### config.mk
export PLATFORM = sky130hd
export DESIGN_NAME = xcpu_mailbox
export DESIGN_NICKNAME = d
export VERILOG_FILES = /design/src/rtl/xmb_pkg.sv /design/src/rtl/xmb_keygate.sv /design/src/rtl/xmb_channel.sv /design/src/rtl/xmb_irq_merge.sv /design/src/rtl/xcpu_mailbox.sv
export SDC_FILE = /design/constraint.sdc
export NUM_CORES = 2
export LEC_CHECK = 0
export BUFFER_PORTS_ARGS = -buffer_cell sky130_fd_sc_hd__buf_2
export CORE_ASPECT_RATIO = 1.5
export CORE_MARGIN = 1
export CORE_UTILIZATION = 47
export DETAILED_ROUTE_END_ITERATION = 16
export PLACE_DENSITY = 0.64
export SLEW_MARGIN = 20
export SYNTH_ARGS = -nofsm -noshare
export SYNTH_HDL_FRONTEND = slang
export SYNTH_SLANG_ARGS = --single-unit
### constraint.sdc
create_clock -name clk -period 2.87 [get_ports clk]
set_input_delay 0 -clock clk [delete_from_list [all_inputs] [get_ports clk]]
set_output_delay 0 -clock clk [all_outputs]
set_load 0.01 [all_outputs]
### src/rtl/xmb_pkg.sv
`timescale 1ns/1ps
package xmb_pkg;
   localparam int WIN_SHIFT = 6;
   localparam int DATA_BASE = 8;
   localparam logic [3:0] W_OWNER = 4'd0;
   localparam logic [3:0] W_TSET  = 4'd1;
   localparam logic [3:0] W_TCLR  = 4'd2;
   localparam logic [3:0] W_TSTAT = 4'd3;
   localparam logic [3:0] W_MODE  = 4'd4;
   localparam logic [3:0] W_MASK  = 4'd5;
   localparam logic [3:0] W_ICLR  = 4'd6;
   localparam logic [3:0] W_SEND  = 4'd7;

   typedef enum logic [3:0] {
      ST_FREE    = 4'b0001,
      ST_CLAIMED = 4'b0010,
      ST_SENT    = 4'b0100,
      ST_ACKED   = 4'b1000
   } chan_state_e;
endpackage

### src/rtl/xmb_keygate.sv
`timescale 1ns/1ps
module xmb_keygate #(
   parameter logic [31:0] KEY = 32'h1ACCE551
) (
   input  logic        clk,
   input  logic        rst_n,
   input  logic        wr_en,
   input  logic [31:0] wdata,
   output logic        unlocked_o
);
   logic open_q;

   always_ff @(posedge clk or negedge rst_n) begin
      if (!rst_n)     open_q <= 1'b0;
      else if (wr_en) open_q <= (wdata == KEY);
   end

   assign unlocked_o = open_q;
endmodule

### src/rtl/xmb_channel.sv
`timescale 1ns/1ps
module xmb_channel
   import xmb_pkg::*;
#(
   parameter int REQ_W      = 6,
   parameter int DATA_WORDS = 8
) (
   input  logic             clk,
   input  logic             rst_n,
   input  logic             wr_en,
   input  logic [3:0]       word_idx,
   input  logic [31:0]      wdata,
   output logic [31:0]      rdata,
   output logic [REQ_W-1:0] owner_o,
   output logic [3:0]       state_o,
   output logic [REQ_W-1:0] irq_o
);
   localparam int PAD_W = 32 - REQ_W;

   if (REQ_W < 1 || REQ_W > 31) begin : g_bad_req
      $error("xmb_channel: REQ_W out of range");
   end
   if (DATA_WORDS < 1 || DATA_WORDS > 8) begin : g_bad_data
      $error("xmb_channel: DATA_WORDS out of range");
   end

   chan_state_e      state_q;
   logic [REQ_W-1:0] owner_q, mask_q, tgt_q, pend_q;
   logic             auto_q;
   logic [31:0]      data_q [DATA_WORDS];

   logic [REQ_W-1:0] wid, send_tgt, pend_clr;
   logic             id_ok, claimed, from_owner, ack_hit, send_ok;

   always_comb begin
      wid        = wdata[REQ_W-1:0];
      id_ok      = (wdata[31:REQ_W] == '0) && $onehot(wid);
      claimed    = (owner_q != '0);
      from_owner = claimed && (wdata == {{PAD_W{1'b0}}, owner_q});
      send_tgt   = (tgt_q != '0) ? tgt_q : ~owner_q;
      send_ok    = from_owner && (state_q == ST_CLAIMED || state_q == ST_ACKED);
      pend_clr   = pend_q & ~wid;
      ack_hit    = (state_q == ST_SENT) && auto_q && ((wid & ~owner_q & pend_q) != '0);
   end

   always_ff @(posedge clk or negedge rst_n) begin
      if (!rst_n) begin
         state_q <= ST_FREE;
         owner_q <= '0;
         mask_q  <= '0;
         tgt_q   <= '0;
         pend_q  <= '0;
         auto_q  <= 1'b0;
      end else if (wr_en) begin
         case (word_idx)
            W_OWNER: begin
               if (!claimed && id_ok) begin
                  owner_q <= wid;
                  state_q <= ST_CLAIMED;
               end else if (from_owner) begin
                  owner_q <= '0;
                  state_q <= ST_FREE;
                  mask_q  <= '0;
                  tgt_q   <= '0;
                  pend_q  <= '0;
                  auto_q  <= 1'b0;
               end
            end
            W_TSET:  if (claimed) tgt_q  <= tgt_q | wid;
            W_TCLR:  if (claimed) tgt_q  <= tgt_q & ~wid;
            W_MODE:  if (claimed) auto_q <= wdata[0];
            W_MASK:  if (claimed) mask_q <= wid;
            W_ICLR: begin
               if (ack_hit) begin
                  pend_q  <= pend_clr | owner_q;
                  state_q <= ST_ACKED;
               end else begin
                  pend_q  <= pend_clr;
               end
            end
            W_SEND: begin
               if (send_ok) begin
                  pend_q  <= pend_q | send_tgt;
                  state_q <= ST_SENT;
               end
            end
            default: ;
         endcase
      end
   end

   for (genvar k = 0; k < DATA_WORDS; k++) begin : g_data
      always_ff @(posedge clk or negedge rst_n) begin
         if (!rst_n)
            data_q[k] <= '0;
         else if (wr_en && claimed && word_idx == 4'(DATA_BASE + k))
            data_q[k] <= wdata;
      end
   end

   always_comb begin
      rdata = '0;
      case (word_idx)
         W_OWNER: rdata = {{PAD_W{1'b0}}, owner_q};
         W_TSTAT: rdata = {{PAD_W{1'b0}}, tgt_q};
         W_MODE:  rdata = {24'b0, state_q, 3'b0, auto_q};
         W_MASK:  rdata = {{PAD_W{1'b0}}, mask_q};
         W_ICLR:  rdata = {{PAD_W{1'b0}}, pend_q};
         default: begin
            if (word_idx[3] && ({1'b0, word_idx[2:0]} < 4'(DATA_WORDS)))
               rdata = data_q[word_idx[2:0]];
         end
      endcase
   end

   assign owner_o = owner_q;
   assign state_o = state_q;
   assign irq_o   = pend_q & ~mask_q;
endmodule

### src/rtl/xmb_irq_merge.sv
`timescale 1ns/1ps
module xmb_irq_merge #(
   parameter int NUM_CH = 5,
   parameter int REQ_W  = 6
) (
   input  logic [NUM_CH-1:0][REQ_W-1:0] irq_ch,
   output logic [REQ_W-1:0]             irq_o
);
   always_comb begin
      irq_o = '0;
      for (int c = 0; c < NUM_CH; c++) irq_o = irq_o | irq_ch[c];
   end
endmodule

### src/rtl/xcpu_mailbox.sv
`timescale 1ns/1ps
module xcpu_mailbox
   import xmb_pkg::*;
#(
   parameter int          NUM_CH     = 5,
   parameter int          REQ_W      = 6,
   parameter int          DATA_WORDS = 8,
   parameter int          ADDR_W     = 12,
   parameter logic [31:0] LOCK_OFS   = 32'h0000_0A00,
   parameter logic [31:0] KEY        = 32'h1ACCE551
) (
   input  logic              clk,
   input  logic              rst_n,
   input  logic              bus_we,
   input  logic [ADDR_W-1:0] bus_addr,
   input  logic [31:0]       bus_wdata,
   output logic [31:0]       bus_rdata,
   output logic [REQ_W-1:0]  irq
);
   localparam int CH_W = ADDR_W - WIN_SHIFT;

   if (ADDR_W <= WIN_SHIFT || ADDR_W > 31) begin : g_bad_addr
      $error("xcpu_mailbox: ADDR_W out of range");
   end
   if ((NUM_CH * (1 << WIN_SHIFT)) > int'(LOCK_OFS) || int'(LOCK_OFS) >= (1 << ADDR_W)) begin : g_bad_map
      $error("xcpu_mailbox: channel windows overlap the key register");
   end

   logic [31:0]                    addr_ext;
   logic [CH_W-1:0]                ch_idx;
   logic [3:0]                     word_idx;
   logic                           lock_hit, unlocked;
   logic [NUM_CH-1:0]              ch_hit;
   logic [NUM_CH-1:0][31:0]        ch_rd;
   logic [NUM_CH-1:0][REQ_W-1:0]   owner_all, irq_ch;
   logic [NUM_CH-1:0][3:0]         state_all;

   assign addr_ext = 32'(bus_addr);
   assign ch_idx   = bus_addr[ADDR_W-1:WIN_SHIFT];
   assign word_idx = bus_addr[WIN_SHIFT-1:2];
   assign lock_hit = (addr_ext == LOCK_OFS);

   xmb_keygate #(.KEY(KEY)) u_key (
      .clk        (clk),
      .rst_n      (rst_n),
      .wr_en      (bus_we && lock_hit),
      .wdata      (bus_wdata),
      .unlocked_o (unlocked)
   );

   for (genvar c = 0; c < NUM_CH; c++) begin : g_ch
      assign ch_hit[c] = (ch_idx == CH_W'(c));
      xmb_channel #(.REQ_W(REQ_W), .DATA_WORDS(DATA_WORDS)) u_ch (
         .clk      (clk),
         .rst_n    (rst_n),
         .wr_en    (bus_we && ch_hit[c] && unlocked),
         .word_idx (word_idx),
         .wdata    (bus_wdata),
         .rdata    (ch_rd[c]),
         .owner_o  (owner_all[c]),
         .state_o  (state_all[c]),
         .irq_o    (irq_ch[c])
      );
   end

   xmb_irq_merge #(.NUM_CH(NUM_CH), .REQ_W(REQ_W)) u_irq (
      .irq_ch (irq_ch),
      .irq_o  (irq)
   );

   always_comb begin
      bus_rdata = '0;
      if (lock_hit) bus_rdata = {31'b0, ~unlocked};
      for (int c = 0; c < NUM_CH; c++)
         if (ch_hit[c]) bus_rdata = ch_rd[c];
   end
endmodule

======== Word level (Yosys, flattened, before mapping) ========
Cells that the tools add are included.
cells by class
  add/subtract/negate cells ............... 5
  $lt $le $gt $ge ......................... 1
  equality and inequality tests ........... 87
  muxes and demuxes ....................... 136
  bitwise operators ....................... 57
  reductions and logical operators ........ 149
operators by type and width
  cell                                                                     number
  32-bit one-hot mux with 5 select lines                                   5
  32-bit two-way mux                                                       20
  32-bit binary-select mux with 3-bit select                               5
  6-bit two-way mux                                                        45
  6-bit one-hot mux with 3 select lines                                    10
  32-bit by 6-bit equality test with 1-bit output                          5
  6-bit AND                                                                25
  6-bit bitwise OR                                                         19
  5-bit AND reduction                                                      20
  6-bit nonzero test                                                       15
  1-bit logical AND                                                        82
  4-bit two-way mux                                                        20
  2-bit by 1-bit inequality test with 1-bit output, second input constant  35
  6-bit NOT                                                                11
  4-bit one-hot mux with 3 select lines                                    5
  6-bit one-hot mux with 2 select lines                                    5
  4-bit equality test, second input constant                               13
  4-bit by 3-bit equality test with 1-bit output, second input constant    9
  32-bit by 29-bit equality test with 1-bit output, second input constant  1
  6-bit AND reduction                                                      5
  4-bit by 2-bit equality test with 1-bit output, second input constant    7
  26-bit zero test                                                         1
  1-bit two-way mux                                                        16
  3-bit by 1-bit inequality test with 1-bit output, second input constant  5
  other kinds (20)                                                         51
storage, ports and cells
  register bits ........................... 1426
  input port bits ......................... 47
  output and inout bits ................... 38
  word-level logic and storage cells ...... 506

======== Logic depth before layout (Yosys ltp) ========
  depth after elaboration ................. 11
  depth in mapped cells ................... 15

======== Cells and area by module ========
A second synthesis with hierarchy kept.
second synthesis, totals
  cells, all modules ...................... 4944
  area total of the unflattened synthesis .. 70934.3 µm²
by module, submodules not included
  module                           instances  cells each  area an instance (µm²)
  xmb_channel at g_ch[0].u_ch ...  3          949         13787.0
  xmb_channel at g_ch[3].u_ch ...  2          980         14057.2
  xcpu_mailbox                     1          104         1249.9
  xmb_keygate                      1          15          133.9
  xmb_irq_merge                    1          18          75.1

======== Least setup slack after synthesis ========
No wires, ideal clock.
  kind .................................... input to register
  start ................................... in bus_wdata[2]
  end ..................................... reg g_ch[4].u_ch.state_q[1]
  setup time .............................. 0.125 ns
  arrival ................................. 2.721 ns
  required time ........................... 2.745 ns
  setup slack ............................. 0.025 ns
  stages .................................. 14
  path buffers ............................ 2
  path through ............................ clkbuf_1 -> inv_1 -> ha_1 -> inv_1 -> fa_1 -> inv_1 -> ha_1 -> nor2_1 -> nand2_1 -> clkbuf_1 -> o21bai_1 -> a21oi_1 -> a2111oi_4 -> mux2_2
between the ends
  cells in the longest elaborated chain, start to end .. 8
RTL lines
  item                                                                                             RTL line            source
  start, declared                                                                                  xcpu_mailbox.sv:16  input logic [31:0] bus_wdata,
  1-bit by 1-bit adder with 2-bit output (implied by the code)                                     xmb_channel.sv:37   id_ok = (wdata[31:REQ_W] == '0) && $onehot(wid);
  3-bit adder (implied by the code) (2 in series)                                                  xmb_channel.sv:37
  3-bit by 1-bit equality test with 1-bit output                                                   xmb_channel.sv:37
  1-bit logical AND                                                                                xmb_channel.sv:37
  1-bit logical AND                                                                                xmb_channel.sv:57   if (!claimed && id_ok) begin
  3-bit by 1-bit inequality test with 1-bit output (no line) or 4-bit two-way mux (tied branches)  -
  5-bit AND reduction (no line) or 4-bit one-hot mux with 3 select lines (tied branches)           -
  end signal, assigned                                                                             xmb_channel.sv:48   state_q <= ST_FREE;
  end signal, assigned                                                                             xmb_channel.sv:59   state_q <= ST_CLAIMED;
  end signal, assigned                                                                             xmb_channel.sv:62   state_q <= ST_FREE;
  end, declared                                                                                    xmb_channel.sv:27   chan_state_e state_q;
Parallel ways exist; a longest one is shown, timed or not.
A chain may end at the register's enable or synchronous reset.

======== Worst setup path in the final report ========
  start ................................... reg g_ch[0].u_ch.pend_q[1]
  end ..................................... out irq[1]
between the ends
  cells in the longest elaborated chain, start to end .. 5
RTL lines
  item                            RTL line             source
  start, declared                 xmb_channel.sv:28    logic [REQ_W-1:0] owner_q, mask_q, tgt_q, pend_q;
  start signal, assigned          xmb_channel.sv:75    pend_q <= pend_clr | owner_q;
  start signal, assigned          xmb_channel.sv:78    pend_q <= pend_clr;
  start signal, assigned          xmb_channel.sv:83    pend_q <= pend_q | send_tgt;
  6-bit AND                       xmb_channel.sv:118   assign irq_o = pend_q & ~mask_q;
  6-bit bitwise OR (4 in series)  xmb_irq_merge.sv:11  for (int c = 0; c < NUM_CH; c++) irq_o = irq_o | irq_ch[c];
  end, declared                   xcpu_mailbox.sv:18   output logic [REQ_W-1:0] irq
Every way passes these cells.

==> flow_summary.json <==
{
  "crit_fanout": 5,
  "die_area_mm2": 0.147,
  "maxSlewHeadroom_pct": 21.9,
  "drt-pass1-iter-count": 8,
  "setup_ws_ns": -0.0346,
  "syn_area_mm2": 0.0682,
  "power_w": 0.0421,
  "ys_seq_area_share_pct": 52.3,
  "register_area_mm2": 0.0357,
  "drc": 0,
  "cp_data_arrival_time_ns": 2.90,
  "syn_avg_cell_area_um2": 14.3,
  "hold_ws_ns": 0.104,
  "comb_power_share_pct": 5.6,
  "rsz0062_at_grt": "true",
  "synth_edf_count": 0,
  "synthFlopType": "dfrtp_1",
  "violations": "negative setup slack",
  "initial_core_util_pct": 47.5,
  "period_minus_slack_ns": 2.90,
  "core_mm2": 0.144,
  "grt_pass1_wl_um": 321000,
  "seqPwrFrac_pct": 47.8,
  "worstMarginPinSlew_ns": 1.17,
  "cts_sinks": 1426,
  "h-tree-depth": 4,
  "timing.final.hold_violations": 0,
  "synth_seq_cells": 1426,
  "cts_tree": "built",
  "cpPeakStageDelay_ns": 1.05,
  "synthCells": 4760,
  "drv_slew": 0,
  "fin_skew_ns": 0.0458,
  "drive_above_1_share_pct": 46.6,
  "final_cell_mix": "dfrtp_1 (1,420), mux2_2 (1,229), mux4_2 (321), buf_4 (316), nand2_1 (157)",
  "portBuffers": 84,
  "numCtsBuffers": 143,
  "power.switching_w": 0.00985,
  "clk_pin_slew_ns": 0.06,
  "clkPwrFrac_pct": 46.7,
  "final_common_cell": "dfrtp_1",
  "grt_start_max_net_pins": 160,
  "finalWirelength_um": 217000,
  "postLayoutCoreUtil_pct": 55.0,
  "num_rows": 170,
  "setup_violations": 1,
  "overflow": 0,
  "nFillCells": 11736,
  "async_flop_share_pct": 100,
  "synth_fp_nets": 4846,
  "grt_pass1_vias": 46286,
  "post-route-period-util_pct": 101,
  "fin_nets": 5107,
  "intPower_w": 0.0322,
  "grt_usage_pct": 30.1,
  "criticalPathCategory": "reg -> out",
  "worst_path_max_delay_cell": "a222oi_1",
  "avgRoutedWirePerCell_um": 30.9,
  "drv_cap": 0,
  "grt_antenna_before_repair": 5,
  "chipWidth_um": 313,
  "ys_warn_count": 0,
  "gp_congestion": 0.986,
  "fmax_mhz": 344,
  "top_level_ports": 85,
  "clockBufferDepth": 3,
  "irDropWorstVdd_v": 0.000518,
  "ys_types": 90,
  "status": "complete, but fails checks",
  "drt_iter0_markers": 3457,
  "clock_latency_ns": 0.81,
  "cts_root_buf": "clkbuf_16",
  "chipHeight_um": 469,
  "endpoint_kind": "primary output",
  "num_vias": 43877,
  "stdcell_count": 7025,
  "post_cts_buffers": 0,
  "multiInputGateArea_mm2": 0.0305,
  "dp_cells": 6730,
  "postRouteAntennaNets": 0,
  "swShare_pct": 23.4,
  "critPathLaunchType": "register",
  "area_growth_pct": 15.8,
  "hpwl_um": 140000,
  "viasPerCell": 6.25,
  "p_leak_nw": 38.4,
  "powerDensity_mw_per_mm2": 533,
  "path_cells": "a222oi_1 > o221ai_1 > buf_2",
  "hold_path_class": "in -> reg",
  "required_ns": 2.87
}
-- cell usage after synthesis, types with 12 or more instances --
cell type	number	area (um^2)
nor2_1	95	357
a221oi_1	42	368
o2bb2ai_1	14	123
nand4_1	12	75.1
buf_1	43	161
nor4_1	26	163
buf_2	117	586
a22oi_1	28	210
a22o_1	37	324
mux2_2	1229	13800
clkbuf_1	210	788
buf_4	32	240
o21ai_0	50	250
nor3_2	14	140
ha_1	37	463
nand2_1	183	687
o221ai_1	13	114
and3_1	12	75.1
nor3_1	24	120
inv_1	78	293
a21oi_1	145	726
o22ai_1	66	413
nand3_1	21	105
mux2_1	71	800
mux4_2	321	7230
mux2i_1	147	1470
buf_6	21	236
a222oi_1	14	140
or3_1	34	213
dfrtp_1	1421	35600
-- final cells by class --
| cell class | count | area share [%] |
|---|---|---|
| Sequential cell | 1426 | 45.2 |
| Clock inverter | 48 | 0.921 |
| Timing Repair Buffer | 540 | 6.64 |
| Clock buffer | 208 | 5.25 |
| Multi-Input combinational cell | 2831 | 38.6 |
| Antenna cell | 1 | 0.00317 |
| Inverter | 79 | 0.385 |
| Tap cell | 1892 | 3.00 |
-- path summary, 6_finish.rpt --
check                                   startpoint                       end  slack (ns)  cells past startpoint
setup / recovery            g_ch[0].u_ch.pend_q[1]                    irq[1]       -0.03                      3
hold / removal                        bus_addr[11]       g_ch[2].u_ch.auto_q        0.10                      6
setup reg to reg           g_ch[0].u_ch.owner_o[5]    g_ch[0].u_ch.pend_q[5]        0.22                      8
hold reg to reg            g_ch[3].u_ch.data_q[56]   g_ch[3].u_ch.data_q[56]        0.48                      1
max in group asynchronous                    rst_n  g_ch[1].u_ch.data_q[181]        0.91                      4
min in group asynchronous                    rst_n    g_ch[2].u_ch.data_q[5]        0.54                      4
-- routing by layer --
layer  track usage (%)  up-vias  wire length [um]
li1                  -    18332                 -
met1              37.0    23498             84500
met2              50.2     1452            107000
met3              5.31      589             11700
met4              16.7        6             13500
met5                 0        -                38
-- kinds of logic after synthesis --
group	count (synthesis)	share of synthesized area, %
buffers and inverters	503	3.39
XOR/XNOR	6	0.0770
adder cells (fa/ha/maj)	42	0.781
flip-flops	1426	52.3
multiplexers	1777	34.4
AND/OR/NAND/NOR	496	3.84
AO/OA/AOI/OAI	510	5.18
-- worst max-delay path, delay by kind of cell (launching register included) --
family	cells	cell delay (ns)
buffers and inverters	1	0.25
AO/OA/AOI/OAI	2	1.39
flip-flops	1	0.49
-- sequential cells by signal, indices dropped and copies added (netlist names) --
signal	cells
g_ch.u_ch.state_o	20
g_ch.u_ch.owner_o	30
u_key.unlocked_o	1
g_ch.u_ch.pend_q	30
g_ch.u_ch.auto_q	5
g_ch.u_ch.mask_q	30
g_ch.u_ch.tgt_q	30
g_ch.u_ch.data_q	1280
-- metrics by stage --
stage / instance area, um^2 / setup slack [ns] / setup TNS (ns)
floorplan: 68200 / 0.0248 / 0
global placement: 73600 / -0.120 / -1.82
detailed placement: 73600 / -0.119 / -1.32
CTS: 78900 / 0.00485 / 0
global route: 79000 / -0.00557 / -0.00557
finish: 79000 / -0.0346 / -0.0346
-- power by group through the flow --
stage | registers (W) | logic, W | clock network (W)
finish | 0.0201 | 0.00235 | 0.0196
detailed placement | 0.0205 | 0.00229 | 0
CTS | 0.0201 | 0.00235 | 0.0200
global route | 0.0201 | 0.00251 | 0.0207
global placement | 0.0205 | 0.00229 | 0
floorplan | 0.0205 | 0.000957 | 0
-- timing repair --
| item | 4_1_cts | 5_1_grt |
|---|---|---|
| hold buffers | 40 | 0 |
| pin swaps | 2 | 1 |
| hold endpoints to repair | 2600 | 0 |
| endpoints found under the setup margin | 5 | 22 |
| resized for setup | 11 | 17 |
Note: power is estimated with default switching activity, not from simulation.
